**src/rtl/sbc_pkg.sv**
```systemverilog
package sbc_pkg;
  localparam int ADDR_W = 3;

  typedef enum logic [1:0] {
    SB_RUN  = 2'b00,
    SB_L1   = 2'b01,
    SB_L2   = 2'b10,
    SB_DEEP = 2'b11
  } sb_lvl_e;

  typedef enum logic [1:0] {
    EFF_NORMAL,
    EFF_LIGHT,
    EFF_OCLOW,
    EFF_DEEP
  } eff_e;

  localparam logic [ADDR_W-1:0] A_STBY   = 3'd0;
  localparam logic [ADDR_W-1:0] A_VPOL_L = 3'd1;
  localparam logic [ADDR_W-1:0] A_VPOL_D = 3'd2;
  localparam logic [ADDR_W-1:0] A_GPOL   = 3'd3;
  localparam logic [ADDR_W-1:0] A_GDIR   = 3'd4;
  localparam logic [ADDR_W-1:0] A_CRST   = 3'd5;
  localparam logic [ADDR_W-1:0] A_SPOL   = 3'd6;
endpackage

```
**src/rtl/sbc_regs.sv**
```systemverilog
module sbc_regs
  import sbc_pkg::*;
#(
  parameter int DATA_W = 32,
  parameter int NV     = 24,
  parameter int NG     = 6
) (
  input  logic              clk,
  input  logic              rst_n,
  input  logic              wr_en,
  input  logic [ADDR_W-1:0] wr_addr,
  input  logic [DATA_W-1:0] wr_data,
  output sb_lvl_e           sb,
  output logic [NV-1:0]     vpol_lt,
  output logic [NV-1:0]     vpol_dp,
  output logic [NG-1:0]     gpo_pol,
  output logic [NG-1:0]     gpo_dir,
  output logic              sync_pol,
  output logic              exit_slow,
  output logic              req0,
  output logic              req1
);
  logic unused_hi;
  assign unused_hi = ^wr_data;

  logic sel_sb, sel_rst;
  assign sel_sb  = wr_en && (wr_addr == A_STBY);
  assign sel_rst = wr_en && (wr_addr == A_CRST);

  // leaving a level that stopped core or oscillator starts the settle wait
  assign exit_slow = sel_sb && (wr_data[1:0] == 2'b00) && sb[1];
  assign req0      = sel_rst && !wr_data[0];
  assign req1      = sel_rst &&  wr_data[0];

  always_ff @(posedge clk or negedge rst_n) begin
    if (!rst_n) begin
      sb       <= SB_RUN;
      vpol_lt  <= '0;
      vpol_dp  <= '0;
      gpo_pol  <= '0;
      gpo_dir  <= '0;
      sync_pol <= 1'b0;
    end else if (wr_en) begin
      case (wr_addr)
        A_STBY:   sb       <= sb_lvl_e'(wr_data[1:0]);
        A_VPOL_L: vpol_lt  <= wr_data[NV-1:0];
        A_VPOL_D: vpol_dp  <= wr_data[NV-1:0];
        A_GPOL:   gpo_pol  <= wr_data[NG-1:0];
        A_GDIR:   gpo_dir  <= wr_data[NG-1:0];
        A_SPOL:   sync_pol <= wr_data[0];
        default:  ;
      endcase
    end
  end
endmodule

```
**src/rtl/sbc_settle.sv**
```systemverilog
module sbc_settle #(
  parameter int SETTLE_CYC = 62500
) (
  input  logic clk,
  input  logic rst_n,
  input  logic load,
  input  logic req0,
  input  logic req1,
  output logic core_rst,
  output logic rst_err
);
  localparam int CW = $clog2(SETTLE_CYC + 1);

  logic [CW-1:0] cnt;
  logic          armed;
  logic          busy;

  assign busy = (cnt != '0);

  always_ff @(posedge clk or negedge rst_n) begin
    if (!rst_n) begin
      cnt      <= '0;
      armed    <= 1'b0;
      core_rst <= 1'b0;
      rst_err  <= 1'b0;
    end else begin
      if (load)      cnt <= CW'(SETTLE_CYC);
      else if (busy) cnt <= cnt - CW'(1);

      core_rst <= req1 && armed && !busy;
      rst_err  <= req1 && armed &&  busy;

      if (req0)      armed <= 1'b1;
      else if (req1) armed <= 1'b0;
    end
  end

  assert_no_reset_while_settling_R7: assert property (
    @(posedge clk) disable iff (!rst_n) busy |=> !core_rst);

  assert_err_excludes_reset_R7: assert property (
    @(posedge clk) disable iff (!rst_n) !(core_rst && rst_err));

  assert_one_shot_R8: assert property (
    @(posedge clk) disable iff (!rst_n) core_rst |=> !core_rst);
endmodule

```
**src/rtl/sbc_outmux.sv**
```systemverilog
module sbc_outmux
  import sbc_pkg::*;
#(
  parameter int NH = 8,
  parameter int NV = 24,
  parameter int NG = 6
) (
  input  sb_lvl_e       sb,
  input  logic          out_ctl,
  input  logic [NV-1:0] vpol_lt,
  input  logic [NV-1:0] vpol_dp,
  input  logic [NG-1:0] gpo_pol,
  input  logic [NG-1:0] gpo_dir,
  input  logic          sync_pol,
  output logic          fe_en,
  output logic          tcore_en,
  output logic          osc_en,
  output logic          clko_run,
  output logic [NH-1:0] h_oe,
  output logic [NH-1:0] h_lvl,
  output logic          h_min_drive,
  output logic          hl_oe,
  output logic          hl_lvl,
  output logic          rg_oe,
  output logic          rg_lvl,
  output logic          sync_run,
  output logic          sync_lvl,
  output logic          dclk_run,
  output logic          data_low,
  output logic          v_force,
  output logic [NV-1:0] v_lvl,
  output logic [NG-1:0] gpo_oe,
  output logic          gpo_force,
  output logic [NG-1:0] gpo_lvl
);
  eff_e          eff;
  logic [NH-1:0] alt;

  for (genvar i = 0; i < NH; i++) begin : g_alt
    assign alt[i] = 1'(i % 2);
  end

  always_comb begin
    if (sb == SB_DEEP)   eff = EFF_DEEP;
    else if (!out_ctl)   eff = EFF_OCLOW;
    else if (sb != SB_RUN) eff = EFF_LIGHT;
    else                 eff = EFF_NORMAL;
  end

  // power flags follow the field alone
  assign fe_en    = (sb == SB_RUN);
  assign tcore_en = !sb[1];
  assign osc_en   = (sb != SB_DEEP);
  assign clko_run = osc_en;

  logic fixed_h;
  assign fixed_h = (eff == EFF_LIGHT) || (eff == EFF_OCLOW);

  always_comb begin
    h_oe        = (eff == EFF_DEEP) ? '0 : '1;
    h_lvl       = fixed_h ? alt : '0;
    h_min_drive = fixed_h;
    hl_oe       = (eff != EFF_DEEP);
    hl_lvl      = 1'b0;
    rg_oe       = (eff != EFF_DEEP);
    rg_lvl      = 1'b0;
    sync_run    = (eff == EFF_NORMAL);
    sync_lvl    = (eff == EFF_OCLOW) ? sync_pol : 1'b0;
    dclk_run    = (eff == EFF_NORMAL) || (eff == EFF_OCLOW);
    data_low    = (eff != EFF_NORMAL);
    v_force     = (eff != EFF_NORMAL);
    case (eff)
      EFF_DEEP:   v_lvl = vpol_dp;
      EFF_NORMAL: v_lvl = '0;
      default:    v_lvl = vpol_lt;
    endcase
    gpo_oe    = gpo_dir;
    gpo_force = (eff != EFF_NORMAL);
    gpo_lvl   = (eff == EFF_NORMAL) ? '0 : gpo_pol;
  end
endmodule

```
**src/rtl/standby_out_ctrl.sv**
```systemverilog
module standby_out_ctrl
  import sbc_pkg::*;
#(
  parameter int DATA_W    = 32,
  parameter int NH        = 8,
  parameter int NV        = 24,
  parameter int NG        = 6,
  parameter int CLK_KHZ   = 125000,
  parameter int SETTLE_US = 500
) (
  input  logic              clk,
  input  logic              rst_n,
  input  logic              wr_en,
  input  logic [2:0]        wr_addr,
  input  logic [DATA_W-1:0] wr_data,
  input  logic              out_ctl,
  output logic              fe_en,
  output logic              tcore_en,
  output logic              osc_en,
  output logic              clko_run,
  output logic [NH-1:0]     h_oe,
  output logic [NH-1:0]     h_lvl,
  output logic              h_min_drive,
  output logic              hl_oe,
  output logic              hl_lvl,
  output logic              rg_oe,
  output logic              rg_lvl,
  output logic              sync_run,
  output logic              sync_lvl,
  output logic              dclk_run,
  output logic              data_low,
  output logic              v_force,
  output logic [NV-1:0]     v_lvl,
  output logic [NG-1:0]     gpo_oe,
  output logic              gpo_force,
  output logic [NG-1:0]     gpo_lvl,
  output logic              core_rst,
  output logic              rst_err
);
  localparam int SETTLE_CYC = CLK_KHZ * SETTLE_US / 1000;

  sb_lvl_e       sb;
  logic [NV-1:0] vpol_lt, vpol_dp;
  logic [NG-1:0] gpo_pol, gpo_dir;
  logic          sync_pol, exit_slow, req0, req1;

  sbc_regs #(.DATA_W(DATA_W), .NV(NV), .NG(NG)) u_regs (
    .clk(clk), .rst_n(rst_n), .wr_en(wr_en), .wr_addr(wr_addr),
    .wr_data(wr_data), .sb(sb), .vpol_lt(vpol_lt), .vpol_dp(vpol_dp),
    .gpo_pol(gpo_pol), .gpo_dir(gpo_dir), .sync_pol(sync_pol),
    .exit_slow(exit_slow), .req0(req0), .req1(req1)
  );

  sbc_settle #(.SETTLE_CYC(SETTLE_CYC)) u_settle (
    .clk(clk), .rst_n(rst_n), .load(exit_slow), .req0(req0),
    .req1(req1), .core_rst(core_rst), .rst_err(rst_err)
  );

  sbc_outmux #(.NH(NH), .NV(NV), .NG(NG)) u_mux (
    .sb(sb), .out_ctl(out_ctl), .vpol_lt(vpol_lt), .vpol_dp(vpol_dp),
    .gpo_pol(gpo_pol), .gpo_dir(gpo_dir), .sync_pol(sync_pol),
    .fe_en(fe_en), .tcore_en(tcore_en), .osc_en(osc_en),
    .clko_run(clko_run), .h_oe(h_oe), .h_lvl(h_lvl),
    .h_min_drive(h_min_drive), .hl_oe(hl_oe), .hl_lvl(hl_lvl),
    .rg_oe(rg_oe), .rg_lvl(rg_lvl), .sync_run(sync_run),
    .sync_lvl(sync_lvl), .dclk_run(dclk_run), .data_low(data_low),
    .v_force(v_force), .v_lvl(v_lvl), .gpo_oe(gpo_oe),
    .gpo_force(gpo_force), .gpo_lvl(gpo_lvl)
  );

  assert_deep_power_off_R1: assert property (
    @(posedge clk) disable iff (!rst_n)
    (sb == SB_DEEP) |-> (!fe_en && !tcore_en && !osc_en && !clko_run));

  assert_deep_hiz_R2: assert property (
    @(posedge clk) disable iff (!rst_n)
    (sb == SB_DEEP) |-> (h_oe == '0 && !hl_oe && !rg_oe && !dclk_run
                         && !sync_run && !sync_lvl && data_low));

  assert_deep_vhold_R3: assert property (
    @(posedge clk) disable iff (!rst_n)
    (sb == SB_DEEP) |-> (v_force && v_lvl == vpol_dp));

  assert_oc_priority_R4: assert property (
    @(posedge clk) disable iff (!rst_n)
    (sb != SB_DEEP && !out_ctl) |-> (dclk_run && h_min_drive
                                     && sync_lvl == sync_pol));

  assert_gpo_dir_R6: assert property (
    @(posedge clk) disable iff (!rst_n)
    (wr_en && wr_addr == A_GDIR) |=> (gpo_oe == $past(wr_data[NG-1:0])));
endmodule

```
**config.mk**
```make
export PLATFORM = sky130hd
export DESIGN_NAME = standby_out_ctrl
export DESIGN_NICKNAME = d
export VERILOG_FILES = /design/src/rtl/sbc_pkg.sv /design/src/rtl/sbc_regs.sv /design/src/rtl/sbc_settle.sv /design/src/rtl/sbc_outmux.sv /design/src/rtl/standby_out_ctrl.sv
export SDC_FILE = /design/constraint.sdc
export NUM_CORES = 1
export LEC_CHECK = 0
export BUFFER_PORTS_ARGS = -buffer_cell sky130_fd_sc_hd__buf_2
export CORE_MARGIN = 1.5
export CORE_UTILIZATION = 35
export CTS_CLUSTER_DIAMETER = 80
export CTS_CLUSTER_SIZE = 30
export DETAILED_ROUTE_END_ITERATION = 8
export SLEW_MARGIN = 20
export SYNTH_ARGS = -nofsm -noshare
export SYNTH_HDL_FRONTEND = slang
export SYNTH_SLANG_ARGS = --single-unit
```
**constraint.sdc**
```tcl
create_clock -name clk -period 3.1 [get_ports clk]
set_input_delay 0.62 -clock clk [delete_from_list [all_inputs] [get_ports clk]]
set_output_delay 0.62 -clock clk [all_outputs]
set_load 0.1 [all_outputs]
```
[Word level (Yosys, flattened, before mapping)]
Cells that the tools add are included.
Storage, ports and cells
  flip-flop bits (word level): 82
  word-level logic and storage cells: 64
Operators by class
  reduce and logical (&&, ||, !) cells: 29
  equality and inequality tests: 12
  muxes and demuxes: 12
  add/subtract/negate cells: 1
Operators by type and width (count)
  $pmux 24 s2: 1
  $mux 16: 2
  $mux 8: 2
  $reduce_bool 16->1: 1
  $sub 16x1->16 const B: 1
  $reduce_and 2->1: 6
  $eq 3x3->1 const B: 3
  $logic_and 1x1->1: 9
  $reduce_bool 2->1: 4
  $eq 2x2->1 const B: 3
  $eq 3x2->1 const B: 2
  $logic_not 2->1: 3
  $mux 6: 1
  $mux 1: 4
  $mux 2: 2
  $ne 2x2->1 const B: 2
  $eq 3x1->1 const B: 1
  $logic_not 1->1: 3
  $logic_not 3->1: 1
  $eq 2x1->1 const B: 1
  $logic_or 1x1->1: 2

[Logic depth before layout (Yosys ltp)]
  word-level depth: 7
  mapped depth: 9
  gate-level depth less buffers: 7

[By module]
Synthesis repeated with hierarchy kept, for this count alone.
Unflattened totals
  cell total of the unflattened synthesis: 381
  area, all modules: 4396.7 sq um
By module, submodules not included
  sbc_regs: seq. area each 1576.5 sq um, instances 1, area an instance 2620.0 sq um, cells an instance 144
  sbc_settle: seq. area each 475.5 sq um, instances 1, area an instance 1019.7 sq um, cells an instance 108
  sbc_outmux: seq. area each 0.0 sq um, instances 1, area an instance 757.0 sq um, cells an instance 129

[Worst setup path before layout]
OpenSTA, ideal clock, no wires.
  path kind: register to output
  start point: register u_regs.sb[0]
  end point: output v_lvl[0]
  slack: -3183 ps
  path buffers: 2
  cell stages (with the launch flop): 10
  arrival: 5663 ps
  cells stage by stage: dfrtp_1 -> and2_1 -> clkbuf_1 -> inv_1 -> and2_1 -> ha_1 -> inv_2 -> clkbuf_1 -> nand2_1 -> o21ai_0
Between the ends
  longest elaborated chain between the ends: 6
  elaborated cells on any way between the ends: 8
Ends and longest elaborated chain
  start: declaration: RTL line sbc_regs.sv:13  | output sb_lvl_e sb,
  start signal: assignment: RTL line sbc_regs.sv:45  | A_STBY: sb <= sb_lvl_e'(wr_data[1:0]);
  $reduce_bool 2->1: RTL line sbc_outmux.sv:46  | else if (sb != SB_RUN) eff = EFF_LIGHT;
  $mux 1: RTL line sbc_outmux.sv:46
  $mux 2: RTL line sbc_outmux.sv:45  | else if (!out_ctl) eff = EFF_OCLOW;
  $mux 2 *: RTL line sbc_outmux.sv:44  | if (sb == SB_DEEP) eff = EFF_DEEP;
  $logic_not 2->1 *
  net sync_run: RTL line standby_out_ctrl.sv:28  | output logic sync_run,
  $pmux 24 s2 *: RTL line sbc_outmux.sv:72  | case (eff)
  end: declaration: RTL line standby_out_ctrl.sv:33  | output logic [NV-1:0] v_lvl,
Mark *: on every way through the listed nets, which the timed path passes. The rest lies on a longest branch.

[Worst setup path in the final report]
  start point: register u_regs.sb[0]
  end point: output v_lvl[8]
Between the ends
  longest elaborated chain between the ends: 6
  elaborated cells on any way between the ends: 8
Ends and longest elaborated chain (RTL line)
  $reduce_bool 2->1: sbc_outmux.sv:46
  $mux 1: sbc_outmux.sv:46
  $mux 2: sbc_outmux.sv:45
  $mux 2 *: sbc_outmux.sv:44
  $eq 2x2->1 / $logic_not 2->1 (equally long branches): sbc_outmux.sv:72
  $pmux 24 s2 *: sbc_outmux.sv:72
Mark *: on every way between the ends. The rest lies on a longest branch, timed or not.

==> impl_metrics.json <==
{
  "grtUsageTotal_pct": 15.44,
  "synth-compound-area-share_pct": 7.736,
  "dieArea_um2": 12060,
  "status": "completed",
  "cap_violations": 0,
  "place_congestion": 0.7937,
  "synth_top_family_by_area": "multiplexers",
  "grt_max_degree": 83,
  "cp_slowest_cell": "buf_4",
  "cts_resized": 0,
  "post_cts_buffers": 0,
  "numCtsBuffers": 9,
  "grt_pass1_wl_um": 14170,
  "place_area_um2": 5245,
  "post-place-ws_ps": 348.6,
  "path_cells": "and2_4, buf_4, nand2_1, o21ai_4, buf_12",
  "die_h_um": 109.8,
  "core_um2": 10980,
  "power.total_mw": 5.706,
  "critPathMaxStageDelay_ps": 710,
  "grt_pass1_vias": 2845,
  "clk_latency_ps": 330,
  "grt.overflow.total": 0,
  "setup_viol": 0,
  "yosys.area_share.adder_pct": 0.6264,
  "cts_root_buf": "clkbuf_16",
  "vias_per_cell": 5.035,
  "wl_per_cell_um": 14.60,
  "async_flop_share_pct": 100.0,
  "p_leak_nw": 2.370,
  "detail_route.first_pass.iterations": 4,
  "place_hpwl_um": 6053,
  "finClkSkew_ps": 5.467,
  "synth-edff-count": 0,
  "drc": 0,
  "synth_warnings": 0,
  "finalCritPeriodShare_pct": 93.29,
  "slew_headroom_pct": 35.40,
  "vdd_ir_drop_max_uv": 554.0,
  "cp-start-kind": "register",
  "io_pins": 108,
  "syn_avg_cell_area_um2": 10.60,
  "cts_tree": "built",
  "timing_worst_setup_path_type": "register to output pin",
  "synth_xor_area_share_pct": 0.2192,
  "drt_iter0_drc": 135,
  "fin_cells": 592,
  "finalWorstSetupSlack_ps": 207.9,
  "synth-simple-area-share_pct": 15.44,
  "end_kind": "output pin",
  "fin_area_um2": 5550,
  "hold_violations": 0,
  "ys_types": 40,
  "clkSlewWorstSetupHoldPaths_ps": 60,
  "antenna_cells": 0,
  "cts_buffer_depth": 2,
  "ctsHoldBuffers": 0,
  "nets": 489,
  "crit_arrival_ps": 2270,
  "start_util_pct": 36.38,
  "hold_path.class": "input port to async pin",
  "placed_cells": 577,
  "min_period_ps": 2892,
  "vias": 2981,
  "synth_ff_type": "dfrtp_1",
  "power.density_nw_per_um2": 1028,
  "io_buffers": 93,
  "max_freq_mhz": 345.8,
  "htreeDepth": 3,
  "rsz0062_at_grt": "no",
  "finalWirelength_um": 8646,
  "syn_area_um2": 3995,
  "cp.required_ps": 2480,
  "synth.area.mux_share_pct": 17.73,
  "syn_to_final_growth_pct": 38.93,
  "antenna_found_initial": 0,
  "maxSlewViolCount": 0,
  "drive_above_1_share_pct": 49.12,
  "syn_inst": 377,
  "ys_seq_area_share_pct": 51.36,
  "finish.utilization_pct": 50.54,
  "dieWidth_um": 109.8,
  "clock_sinks": 82,
  "synth.ff_latch_count": 82,
  "critPathMaxFanout": 50,
  "rows": 38,
  "ant_nets": 0,
  "worst_pin_slew_ps": 969.1
}
-- power breakdown --
part | internal, mW | switching, mW
Clock | 0.700 | 0.387
Combinational | 0.922 | 2.18
Sequential | 1.33 | 0.186
Total | 2.95 | 2.76
-- layout by cell type, fill, tap and decap left out, drive strengths merged, types with 2 or more instances in the layout --
cell,netlist,final
or4,6,6
a311oi,2,2
or2,4,4
nand2,60,60
o211ai,2,2
and2,3,3
o21ai,36,36
and3,2,2
clkbuf,19,12
mux2,62,62
nor3b,2,2
nor4b,2,2
nor2,9,9
nor2b,7,7
conb,1,6
nand4b,2,2
nor3,4,4
dfrtp,82,82
ha,2,2
and3b,2,2
a21oi,7,7
inv,8,7
or3,4,4
nand3,5,5
nand2b,2,2
bufinv,0,2
nor4,7,7
buf,23,97
o31ai,4,4
-- kinds of logic after synthesis --
kind of cell | Yosys count
buffers and inverters | 50
AOI/OAI and AO/OA | 55
other | 1
adders and majority gates | 2
xor gates and xnor gates | 1
and+or+nand+nor | 123
muxes | 63
DFF | 82
-- flip-flops by register name, indices dropped and copies added, names as in the netlist --
name               count
u_settle.rst_err       1
u_regs.vpol_dp        24
u_settle.cnt          16
u_regs.sb              2
u_regs.sync_pol        1
u_regs.vpol_lt        24
u_settle.armed         1
u_regs.gpo_dir         6
u_settle.core_rst      1
u_regs.gpo_pol         6
-- area by class of cell --
type / instances / area (um2)
inverters: 8 / 36.28
clock buffers: 12 / 236.5
repair buffers: 97 / 919.6
clock inverters: 3 / 65.06
multi-input cells: 250 / 2066
well taps: 140 / 175.2
flip-flops and latches: 82 / 2052
fillers: 971 / 5433
-- layer usage --
layer  global-route usage (%)  vias up  wire [um]  share of wire (%)
met3                    2.727       11        305                3.5
met4                    6.957        0        133                1.5
met1                    20.05     1475       3891                 45
li1                         -     1441          -                  -
met2                    25.11       54       4316                 50
met5                        0        -          0                  0
-- critical path, delay by kind of cell (launching register included) --
family	cells	cell delay, ps
AND/OR/NAND/NOR	2	410
buffers and inverters	2	910
AO/OA/AOI/OAI	1	130
flip-flops	1	420
-- cell usage after synthesis (3+ instances only) --
| cell | count | area, um2 |
|---|---|---|
| a21oi_1 | 7 | 35.03 |
| and2_1 | 3 | 18.77 |
| buf_4 | 22 | 165.2 |
| clkbuf_1 | 19 | 71.32 |
| dfrtp_1 | 82 | 2052 |
| inv_1 | 7 | 26.28 |
| mux2_2 | 62 | 698.2 |
| nand2_1 | 60 | 225.2 |
| nand3_1 | 5 | 25.02 |
| nor2_1 | 9 | 33.78 |
| nor2b_1 | 7 | 43.79 |
| nor3_1 | 4 | 20.02 |
| nor4_1 | 7 | 43.79 |
| o21ai_0 | 36 | 180.2 |
| o31ai_1 | 4 | 30.03 |
| or2_2 | 3 | 18.77 |
| or3_1 | 4 | 25.02 |
| or4_1 | 5 | 37.54 |
-- final timing paths --
| kind | startpoint | end | slack (ps) | depth (start not counted) |
|---|---|---|---|---|
| max | u_regs.sb[0] | v_lvl[8] | 210 | 5 |
| max reg2reg | u_settle.cnt[8] | u_settle.cnt[11] | 940 | 4 |
| min | rst_n | u_regs.gpo_dir[4] | 330 | 1 |
| min reg2reg | u_settle.armed | u_settle.armed | 490 | 2 |
| min in group clk | u_settle.armed | u_settle.armed | 490 | 2 |
| max in group asynchronous | rst_n | u_regs.vpol_dp[23] | 2280 | 1 |
-- stage by stage --
stage                     hold WS, ps  TNS [ps]
after floorplan                 324.4     -6467
after global placement          472.9         0
after detailed placement        477.3         0
after CTS                       491.5         0
after global routing            390.7         0
final                           329.1         0
(Power assumes the default switching activity.)
